File: src/rtl/wbc_pkg.sv
package wbc_pkg;

    typedef enum logic [1:0] {
        ST_IDLE  = 2'd0,
        ST_EVICT = 2'd1,
        ST_FILL  = 2'd2
    } wbc_state_e;

    // storage update commands issued by the controller
    typedef struct packed {
        logic tag_fill;   // install new tag, valid, clean; write full line
        logic set_dirty;  // byte store into resident line, mark dirty
    } wbc_upd_t;

    function automatic logic idle_state(input wbc_state_e s);
        return s == ST_IDLE;
    endfunction

endpackage

File: src/rtl/wbc_tag_store.sv
module wbc_tag_store
    import wbc_pkg::*;
#(
    parameter int LINES = 8,
    parameter int IDX_W = 3,
    parameter int TAG_W = 42
) (
    input  logic             clk,
    input  logic             rst,
    input  logic [IDX_W-1:0] idx,
    input  logic [TAG_W-1:0] new_tag,
    input  wbc_upd_t         upd,
    output logic             rd_valid,
    output logic             rd_dirty,
    output logic [TAG_W-1:0] rd_tag
);

    logic [LINES-1:0] valid_v;
    logic [LINES-1:0] dirty_v;
    logic [TAG_W-1:0] tag_v [LINES];

    for (genvar g = 0; g < LINES; g++) begin : g_slot
        logic             sel;
        logic             v_q;
        logic             d_q;
        logic [TAG_W-1:0] t_q;

        assign sel = (idx == IDX_W'(g));

        always_ff @(posedge clk) begin
            if (rst) begin
                v_q <= 1'b0;
                d_q <= 1'b0;
            end else if (sel && upd.tag_fill) begin
                v_q <= 1'b1;
                d_q <= 1'b0;
            end else if (sel && upd.set_dirty) begin
                d_q <= 1'b1;
            end
        end

        always_ff @(posedge clk) begin
            if (sel && upd.tag_fill) begin
                t_q <= new_tag;
            end
        end

        assign valid_v[g] = v_q;
        assign dirty_v[g] = d_q;
        assign tag_v[g]   = t_q;
    end

    assign rd_valid = valid_v[idx];
    assign rd_dirty = dirty_v[idx];
    assign rd_tag   = tag_v[idx];

    // a dirty flag is only ever carried by a valid slot
    a_r5_dirty_needs_valid: assert property (@(posedge clk) disable iff (rst)
        (dirty_v & ~valid_v) == '0);

    // a fill command always leaves the slot valid and clean
    a_r2_fill_clean: assert property (@(posedge clk) disable iff (rst)
        upd.tag_fill |=> (rd_valid && !rd_dirty) || $changed(idx));

endmodule

File: src/rtl/wbc_data_store.sv
module wbc_data_store #(
    parameter int LINES      = 8,
    parameter int IDX_W      = 3,
    parameter int LINE_BYTES = 8,
    parameter int OFF_W      = 3
) (
    input  logic                         clk,
    input  logic [IDX_W-1:0]             idx,
    input  logic [OFF_W-1:0]             off,
    input  logic                         fill_en,
    input  logic [LINE_BYTES-1:0][7:0]   fill_line,
    input  logic                         byte_en,
    input  logic [7:0]                   byte_data,
    output logic [LINE_BYTES-1:0][7:0]   rd_line,
    output logic [7:0]                   rd_byte
);

    logic [LINE_BYTES-1:0][7:0] line_v [LINES];

    for (genvar g = 0; g < LINES; g++) begin : g_slot
        logic                       sel;
        logic [LINE_BYTES-1:0][7:0] l_q;

        assign sel = (idx == IDX_W'(g));

        always_ff @(posedge clk) begin
            if (sel && fill_en) begin
                l_q <= fill_line;
            end else if (sel && byte_en) begin
                l_q[off] <= byte_data;
            end
        end

        assign line_v[g] = l_q;
    end

    assign rd_line = line_v[idx];
    assign rd_byte = rd_line[off];

endmodule

File: src/rtl/wbc_ctrl.sv
module wbc_ctrl
    import wbc_pkg::*;
(
    input  logic     clk,
    input  logic     rst,
    input  logic     cpu_valid,
    input  logic     cpu_we,
    input  logic     hit,
    input  logic     victim_dirty,
    input  logic     mem_ack,
    output logic     cpu_ready,
    output logic     mem_req,
    output logic     mem_we,
    output wbc_upd_t upd
);

    wbc_state_e state_q;
    wbc_state_e state_d;

    always_comb begin
        state_d = state_q;
        unique case (state_q)
            ST_IDLE: begin
                if (cpu_valid && !hit) begin
                    state_d = victim_dirty ? ST_EVICT : ST_FILL;
                end
            end
            ST_EVICT: begin
                if (mem_ack) state_d = ST_FILL;
            end
            ST_FILL: begin
                if (mem_ack) state_d = ST_IDLE;
            end
            default: state_d = ST_IDLE;
        endcase
    end

    always_ff @(posedge clk) begin
        if (rst) state_q <= ST_IDLE;
        else     state_q <= state_d;
    end

    always_comb begin
        cpu_ready     = idle_state(state_q) && hit;
        mem_req       = (state_q == ST_EVICT) || (state_q == ST_FILL);
        mem_we        = (state_q == ST_EVICT);
        upd.tag_fill  = (state_q == ST_FILL) && mem_ack;
        upd.set_dirty = idle_state(state_q) && cpu_valid && hit && cpu_we;
    end

    // an open transfer keeps its direction until acknowledged
    a_r8_req_hold: assert property (@(posedge clk) disable iff (rst)
        mem_req && !mem_ack |=> mem_req && (mem_we == $past(mem_we)));

    // an acknowledged writeback is followed at once by a fill
    a_r5_fill_follows_wb: assert property (@(posedge clk) disable iff (rst)
        mem_req && mem_we && mem_ack |=> mem_req && !mem_we);

    // an acknowledged fill closes the memory phase
    a_r4_fill_ends: assert property (@(posedge clk) disable iff (rst)
        mem_req && !mem_we && mem_ack |=> !mem_req);

endmodule

File: src/rtl/wb_cache.sv
module wb_cache
    import wbc_pkg::*;
#(
    parameter int ADDR_W      = 48,
    parameter int LINE_BYTES  = 8,
    parameter int CACHE_BYTES = 64
) (
    input  logic                    clk,
    input  logic                    rst,
    input  logic                    cpu_valid,
    output logic                    cpu_ready,
    input  logic                    cpu_we,
    input  logic [ADDR_W-1:0]       cpu_addr,
    input  logic [7:0]              cpu_wdata,
    output logic [7:0]              cpu_rdata,
    output logic                    mem_req,
    output logic                    mem_we,
    output logic [ADDR_W-1:0]       mem_addr,
    output logic [8*LINE_BYTES-1:0] mem_wdata,
    input  logic [8*LINE_BYTES-1:0] mem_rdata,
    input  logic                    mem_ack
);

    localparam int OFF_W = $clog2(LINE_BYTES);
    localparam int LINES = CACHE_BYTES / LINE_BYTES;
    localparam int IDX_W = $clog2(LINES);
    localparam int TAG_W = ADDR_W - OFF_W - IDX_W;

    logic [OFF_W-1:0] req_off;
    logic [IDX_W-1:0] req_idx;
    logic [TAG_W-1:0] req_tag;

    assign req_off = cpu_addr[OFF_W-1:0];
    assign req_idx = cpu_addr[OFF_W +: IDX_W];
    assign req_tag = cpu_addr[ADDR_W-1 -: TAG_W];

    logic             rd_valid;
    logic             rd_dirty;
    logic [TAG_W-1:0] rd_tag;
    logic             hit;
    wbc_upd_t         upd;
    logic [LINE_BYTES-1:0][7:0] rd_line;

    assign hit = rd_valid && (rd_tag == req_tag);

    wbc_tag_store #(
        .LINES (LINES),
        .IDX_W (IDX_W),
        .TAG_W (TAG_W)
    ) u_tags (
        .clk      (clk),
        .rst      (rst),
        .idx      (req_idx),
        .new_tag  (req_tag),
        .upd      (upd),
        .rd_valid (rd_valid),
        .rd_dirty (rd_dirty),
        .rd_tag   (rd_tag)
    );

    wbc_data_store #(
        .LINES      (LINES),
        .IDX_W      (IDX_W),
        .LINE_BYTES (LINE_BYTES),
        .OFF_W      (OFF_W)
    ) u_data (
        .clk       (clk),
        .idx       (req_idx),
        .off       (req_off),
        .fill_en   (upd.tag_fill),
        .fill_line (mem_rdata),
        .byte_en   (upd.set_dirty),
        .byte_data (cpu_wdata),
        .rd_line   (rd_line),
        .rd_byte   (cpu_rdata)
    );

    wbc_ctrl u_ctrl (
        .clk          (clk),
        .rst          (rst),
        .cpu_valid    (cpu_valid),
        .cpu_we       (cpu_we),
        .hit          (hit),
        .victim_dirty (rd_valid && rd_dirty),
        .mem_ack      (mem_ack),
        .cpu_ready    (cpu_ready),
        .mem_req      (mem_req),
        .mem_we       (mem_we),
        .upd          (upd)
    );

    assign mem_addr  = {(mem_we ? rd_tag : req_tag), req_idx, OFF_W'(0)};
    assign mem_wdata = rd_line;

    // the processor is stalled while any line transfer is open
    a_r8_stall: assert property (@(posedge clk) disable iff (rst)
        mem_req |-> !cpu_ready);

    // writebacks are only issued for a valid dirty slot
    a_r5_wb_dirty_only: assert property (@(posedge clk) disable iff (rst)
        mem_req && mem_we |-> rd_valid && rd_dirty);

    // the transfer address holds until acknowledged
    a_r9_addr_hold: assert property (@(posedge clk) disable iff (rst)
        mem_req && !mem_ack && $stable(cpu_addr) ##1 $stable(cpu_addr) |-> $stable(mem_addr));

    // a completed store leaves its slot dirty
    a_r6_store_dirty: assert property (@(posedge clk) disable iff (rst)
        cpu_valid && cpu_ready && cpu_we ##1 $stable(cpu_addr) |-> rd_dirty);

endmodule

File: config.mk
export PLATFORM = sky130hd
export DESIGN_NAME = wb_cache
export DESIGN_NICKNAME = d
export VERILOG_FILES = /design/src/rtl/wbc_pkg.sv /design/src/rtl/wbc_tag_store.sv /design/src/rtl/wbc_data_store.sv /design/src/rtl/wbc_ctrl.sv /design/src/rtl/wb_cache.sv
export SDC_FILE = /design/constraint.sdc
export NUM_CORES = 1
export LEC_CHECK = 0
export ABC_AREA = 1
export BUFFER_PORTS_ARGS = -buffer_cell sky130_fd_sc_hd__buf_2
export CAP_MARGIN = 30
export CORE_MARGIN = 3
export CORE_UTILIZATION = 32
export CTS_CLUSTER_SIZE = 10
export DETAILED_ROUTE_END_ITERATION = 10
export RECOVER_POWER = 50
export REMOVE_ABC_BUFFERS = 1
export SLEW_MARGIN = 30
export SYNTH_ARGS = -nofsm -noshare
export SYNTH_HDL_FRONTEND = slang
export SYNTH_SLANG_ARGS = --single-unit
File: constraint.sdc
create_clock -name clk -period 8.5 [get_ports clk]
set_input_delay 0.425 -clock clk [delete_from_list [all_inputs] [get_ports clk]]
set_output_delay 0.425 -clock clk [all_outputs]
set_load 0.03 [all_outputs]
==> flow_summary_export.csv, run 1 <==
group,metric,value,unit
clock_network,clkSinkCount,866,
clock_network,cts_tree,"yes",
sta,min_period_over_period,76.70,%
min_path,hold_class,"in -> reg",
worst_setup_path,critical_path.top_delay_family,"buffers and inverters",
clock_network,clockBufferDepth,3,
sta,finClkSkew,0.03273,ns
grt,antenna_found_initial,9,
synthesis,synth-seq-cells,866,
synthesis,yosysWarnings,0,
power,combPwrFrac,12.3,%
placed_design,gp_congestion,0.8397,
cells_and_area,final_cells,5858,
sta,slew_violations,424,
clock_network,postCtsResizedCells,0,
worst_setup_path,path_cells,"buf_6 -> clkinvlp_2 -> clkbuf_1 -> nand3_1 -> nand3_1 -> inv_1 -> nand2_1 -> nor2_1 -> nand2_1 -> nor2_1 -> nand2_1 -> nor2_8 -> nand4_4 -> o21ai_1",
routing,drt-initial-drc-count,3460,
clock_network,cts_inserted_buffers,98,
cells_and_area,num-nets-final,4298,
worst_setup_path,startpoint_type,"input pin",
grt,grt-ovfl-total,0,
grt,grt_max_degree,142,
routing,ant_nets,0,
power,power_frac_clock,39.0,%
power,internal_power,7242,µW
die,start_util,32.50,%
sta,tightest_slew,3.453,ns
placed_design,numPortBuffers,244,
outcome,violations,"capacitance limit, slew limit",
worst_setup_path,crit_arrival,6.81,ns
clock_network,cts_setup_buffers,0,
sta,max-slew-margin-rel,-130.2,%
routing,routedWlPerCell,22.53,µm
synthesis,ys_types,37,
placed_design,pre_cts_ws,2.856,ns
worst_setup_path,cp_common_cell,"nand2_1",
grt,grtUsageTotal,19.41,%
cells_and_area,final_util,36.81,%
die,coreArea,124800,µm²
die,die_w,362.0,µm
power,p_seq_share,48.7,%
sta,finalHoldViolations,0,
die,die_h,362.0,µm
routing,drc,0,
synthesis,synth_edf_count,848,
synthesis,syn_avg_cell_area,9.990,µm²
cells_and_area,layout-drive-gt1-share,9.813,%
sta,setup_ws,1.980,ns
routing,vias_per_cell,5.361,
synthesis,synth.most_common_cell,"nand2_1",
worst_setup_path,setup.worst_path.end_class,"flop",
cells_and_area,fillers,12363,
power,p_sw_share,26.58,%
cells_and_area,multi_input_area,13120,µm²
clock_network,htree_num_levels,3,
sta,finalSetupTns,0,ns
synthesis,synth_cells,4059,
sta,finalCriticalPeriod,6.520,ns
worst_setup_path,worst-endpoint-required,8.79,ns
sta,setup_violations,0,
synthesis,yosysTopAreaCell,"edfxtp_1",
placed_design,dp_hpwl,79.08,mm
placed_design,dp_cells,5707,
routing,wl,132.0,mm
synthesis,synthFlopType,"edfxtp_1",
grt,grt_busiest_layer,"met2",
worst_setup_path,path_buf_inv,4,
cells_and_area,ff_latch_area,25820,µm²
power,power.density,214.8,nW/µm²
synthesis,synth_common_cells,"1375 x nand2_1, 848 x edfxtp_1, 565 x o21ai_0",
cells_and_area,area_growth,13.25,%
worst_setup_path,worstPathMaxFanout,38,
synthesis,synth_top_cell_area_share,62.80,%
synthesis,ys_top_cells_by_area,"edfxtp_1 63%, nand2_1 13%, o21ai_0 7.0%",
worst_setup_path,critical_path_class,"in -> reg",
worst_setup_path,crit_path_top_delay_cell,"clkinvlp_2",
grt,grtUsageMet1,26.75,%
sta,fmax,153.4,MHz
synthesis,synth_area,40550,µm²
outcome,status,"complete, but fails checks",
power,leakage,0.01668,µW
synthesis,async_reset_ff_share,0,%
routing,dr_total_vias,31406,
sta,rsz0062_at_grt,"no",
flow_run,cap_violations,10,
grt,first_global_vias,28592,
routing,drt_pass1_iterations,6,
worst_setup_path,critPathMaxStageDelay,1.56,ns
power,switching_power,2622,µW
grt,use_met2,30.64,%
power,ir_worst_vdd,170.8,µV
clock_network,clk_latency,0.68,ns
grt,grt_pass1_wl,190.6,mm
die,rows,129,
die,io_pins,248,
synthesis,yosysSeqAreaShare,63.68,%
die,die-area,131000,µm²
clock_network,clk_pin_slew,0.05,ns
grt,grt_use_met3,4.545,%
clock_network,clockRootBuffer,"clkbuf_16",
clock_network,postCtsHoldBufs,0,
-- placed cells by master, fill, tap and decap left out, types with 18 or more instances in the layout --
cell type,netlist,routed
a31oi_1,46,45
clkbuf_1,169,94
a22o_1,24,24
a21oi_1,71,71
o21ai_1,66,33
edfxtp_1,848,848
nand4_1,30,30
buf_2,51,193
a32oi_1,19,19
buf_4,16,34
o21ai_2,0,33
nand3b_1,20,20
nand2_1,1375,1370
nor2_1,169,167
a22oi_1,221,221
dfxtp_1,18,18
inv_1,164,156
clkbuf_16,0,100
nand3_1,108,108
o21ai_0,565,565
-- power groups by stage --
stage / clock (µW) / combinational (µW) / sequential (µW)
finish: 3840 / 1220 / 4810
global route: 4060 / 1320 / 4810
CTS: 3900 / 1220 / 4800
detailed placement: 0 / 1220 / 4890
global placement: 0 / 1200 / 4890
floorplan: 0 / 698 / 4890
-- metrics by stage --
stage	hold WS [ns]	instance area [µm²]	total power, µW
floorplan	0.4277	39380	5586
global placement	0.4372	43080	6091
detailed placement	0.4414	43160	6108
CTS	0.03777	45940	9921
global route	0.06254	45920	10190
finish	0.07869	45930	9864
-- kinds of logic after synthesis --
group / after synthesis / share of synthesized area (%)
flip-flops: 866 / 63.68
buffers and inverters: 446 / 4.452
AO/OA/AOI/OAI: 1016 / 14.48
other: 1 / 0.009248
AND/OR/NAND/NOR: 1726 / 17.26
XOR/XNOR: 1 / 0.02160
adder cells (fa/ha/maj): 3 / 0.09257
-- per-layer routing --
| layer | vias up | part of all wire, % | wire length, µm |
|---|---|---|---|
| met5 | - | 0.028 | 37 |
| met4 | 6 | 2.7 | 3557 |
| met3 | 211 | 10 | 13410 |
| met2 | 1602 | 46 | 60290 |
| met1 | 15072 | 41 | 54700 |
| li1 | 14515 | - | - |
-- flip-flops by register name (all words and copies together), names as in the netlist --
register           cells
u_ctrl.state_q         2
u_data.g_slot.l_q    512
u_tags.g_slot.d_q      8
u_tags.g_slot.t_q    336
u_tags.g_slot.v_q      8
-- worst reg2reg max path, stage by stage (launching register included) --
cell      delay (ns)
dfxtp_1         0.32
inv_1           0.09
ha_1            0.16
nand2_1         0.14
inv_1           0.43
nand2_1         1.05
inv_2           0.23
clkbuf_1        2.44
-- path summary, 6_finish.rpt --
kind / from / to / slack [ns] / depth (start not counted)
max: cpu_addr[5] / u_data.g_slot[6].l_q[43] / 1.98 / 14
min: rst / u_tags.g_slot[5].v_q / 0.08 / 2
max reg2reg: u_ctrl.state_q[0] / u_tags.g_slot[2].t_q[21] / 3.12 / 7
min reg2reg: u_tags.g_slot[5].d_q / u_tags.g_slot[5].d_q / 0.45 / 2
-- cell type report --
class	count	area share, %
clock buffers	142	5.836
repair buffers	287	3.277
clock inverters	7	0.2180
diodes	2	0.01090
inverters	168	1.392
multi-input cells	2749	28.57
well taps	1637	4.460
flip-flops and latches	866	56.23
Power figures use the tool's default switching activity.
==> inputs of run 2 (changes only) <==
==> constraint.sdc (replaced) <==
create_clock -name clk -period 6.25 [get_ports clk]
set_input_delay 0.3125 -clock clk [delete_from_list [all_inputs] [get_ports clk]]
set_output_delay 0.3125 -clock clk [all_outputs]
set_load 0.03 [all_outputs]
==> run 2 against run 1 <==
The flow still finishes with violations (capacitance limit, slew limit). Final cell count grew 0.94%. Cell area grew 1.0%. Setup slack lost 1.1 ns. Register-to-register slack lost 1.1 ns. Clock skew grew 0.0077 ns. Non-clock buffer count grew 55. Sequential share of layout area shrank 0.57 points. Highest routed layer unchanged. Clock power grew 37%. Combinational power grew 39%. Core utilization grew 0.38 points. Critical path depth shrank 7. Wire length grew 0.53%.
==> flow_summary_export.csv, run 2 (same netlist as run 1, synthesis figures left out) <==
group,metric,value,unit
power,leakage,0.01691,µW
sta,min_period_over_period,85.59,%
worst_setup_path,worstPathMaxFanout,48,
min_path,hold_class,"in -> reg",
clock_network,cts_inserted_buffers,98,
routing,ant_nets,0,
sta,slew_violations,251,
cells_and_area,final_cells,5913,
worst_setup_path,setup.worst_path.end_class,"flop",
die,start_util,32.50,%
placed_design,numPortBuffers,244,
grt,antenna_found_initial,9,
grt,grt-ovfl-total,0,
placed_design,dp_hpwl,81.44,mm
worst_setup_path,reg2reg_slack,2.04,ns
cells_and_area,layout-drive-gt1-share,9.532,%
routing,drt-initial-drc-count,4217,
worst_setup_path,rr_startpoint,"u_ctrl.state_q[0]",
worst_setup_path,startpoint_type,"input pin",
grt,first_global_vias,29435,
clock_network,postCtsResizedCells,0,
routing,vias_per_cell,5.340,
sta,fmax,186.9,MHz
worst_setup_path,crit_arrival,5.66,ns
clock_network,clockBufferDepth,3,
placed_design,gp_congestion,0.8815,
routing,dr_total_vias,31577,
outcome,status,"complete, but fails checks",
sta,finalCriticalPeriod,5.349,ns
sta,finalHoldViolations,0,
die,die_w,362.0,µm
worst_setup_path,critical_path_class,"in -> reg",
cells_and_area,largestRegisters,"u_data.g_slot.l_q: 512 flops, u_tags.g_slot.t_q: 336 flops",
worst_setup_path,endpoint,"u_tags.g_slot[5].t_q[27]",
worst_setup_path,timing.rr.end,"u_tags.g_slot[2].t_q[19]",
routing,drc,0,
routing,drt_pass1_iterations,8,
die,io_pins,248,
die,die-area,131000,µm²
clock_network,clk_latency,0.68,ns
worst_setup_path,worst-endpoint-required,6.56,ns
clock_network,cts_tree,"yes",
sta,setup_violations,0,
grt,grtUsageTotal,19.54,%
grt,grt_pass1_wl,193.1,mm
sta,rsz0062_at_grt,"no",
placed_design,dp_cells,5718,
power,ir_worst_vdd,217.0,µV
min_path,hold_depth,3,
clock_network,htree_num_levels,3,
power,finalPower,13480,µW
clock_network,clkSinkCount,866,
cells_and_area,num-nets-final,4353,
sta,tightest_slew,2.053,ns
sta,finalSetupTns,0,ns
cells_and_area,final_cell_mix,"1368 x nand2_1, 848 x edfxtp_1, 565 x o21ai_0, 221 x a22oi_1, 191 x buf_2",
clock_network,postCtsHoldBufs,42,
outcome,violations,"capacitance limit, slew limit",
clock_network,clk_pin_slew,0.06,ns
power,power.density,290.5,nW/µm²
clock_network,cts_setup_buffers,0,
cells_and_area,largest_reg_flops,512,
cells_and_area,largest-register,"u_data.g_slot.l_q",
sta,max-slew-margin-rel,-36.88,%
flow_run,cap_violations,8,
cells_and_area,final_util,37.19,%
worst_setup_path,reg2reg_depth,7,
cells_and_area,area_growth,14.42,%
worst_setup_path,critPathLaunch,"cpu_addr[5]",
clock_network,clockRootBuffer,"clkbuf_16",
cells_and_area,layout_commonest_cell,"nand2_1",
die,die_h,362.0,µm
die,rows,129,
grt,grt_max_degree,122,
routing,routedWlPerCell,22.44,µm
die,coreArea,124800,µm²
routing,wl,132.7,mm
sta,finClkSkew,0.04045,ns
==> run 2: area by class of cell <==
| cell class | count | area (µm²) |
|---|---|---|
| diodes | 6 | 15.01 |
| multi-input cells | 2749 | 13080 |
| clock buffers | 138 | 2686 |
| inverters | 168 | 645.6 |
| fillers | 12284 | 78370 |
| flip-flops and latches | 866 | 25820 |
| well taps | 1637 | 2048 |
| repair buffers | 342 | 2007 |
| clock inverters | 7 | 96.34 |
==> run 2: worst min-delay path by stage <==
stage | from | end | slack (ns)
2_1_floorplan | rst | u_tags.g_slot[0].v_q | 0.38
3_3_place_gp | u_tags.g_slot[7].d_q | u_tags.g_slot[7].d_q | 0.43
3_5_place_dp | u_tags.g_slot[7].d_q | u_tags.g_slot[7].d_q | 0.44
4_1_cts | cpu_addr[46] | u_tags.g_slot[6].t_q[40] | 0.003
5_1_grt | mem_rdata[45] | u_data.g_slot[0].l_q[45] | 0.1
6_report | mem_rdata[48] | u_data.g_slot[0].l_q[48] | 0.09
==> run 2: critical path, cell delays in order <==
cell,delay [ns]
clkbuf_1,1.38
inv_4,0.76
buf_4,0.48
nor2_1,0.44
nand2_4,0.47
inv_1,1.19
buf_4,0.52
==> run 2: power breakdown <==
| part | leakage, µW | internal (µW) | total (µW) | switching, µW |
|---|---|---|---|---|
| Sequential | 0.00796 | 6500 | 6530 | 28.2 |
| Combinational | 0.00761 | 385 | 1690 | 1300 |
| Clock | 0.00135 | 2990 | 5260 | 2270 |
==> run 2: through the flow <==
step                      worst slack, ns  hold WS (ns)  cell area [µm²]
after floorplan                    -1.603        0.3816            39380
after global placement              1.471        0.4346            43200
after detailed placement            1.408        0.4393            43220
after CTS                           1.695      0.003165            46420
after global routing               0.8501       0.09972            46380
final                              0.9009       0.08673            46400
==> run 2: layer usage <==
metal / GRT usage (%) / vias to the layer above / wire length, µm
li1: - / 14625 / -
met1: 27.35 / 15024 / 54740
met2: 30.66 / 1697 / 60320
met3: 4.127 / 223 / 14050
met4: 5.463 / 8 / 3542
met5: 0 / - / 52
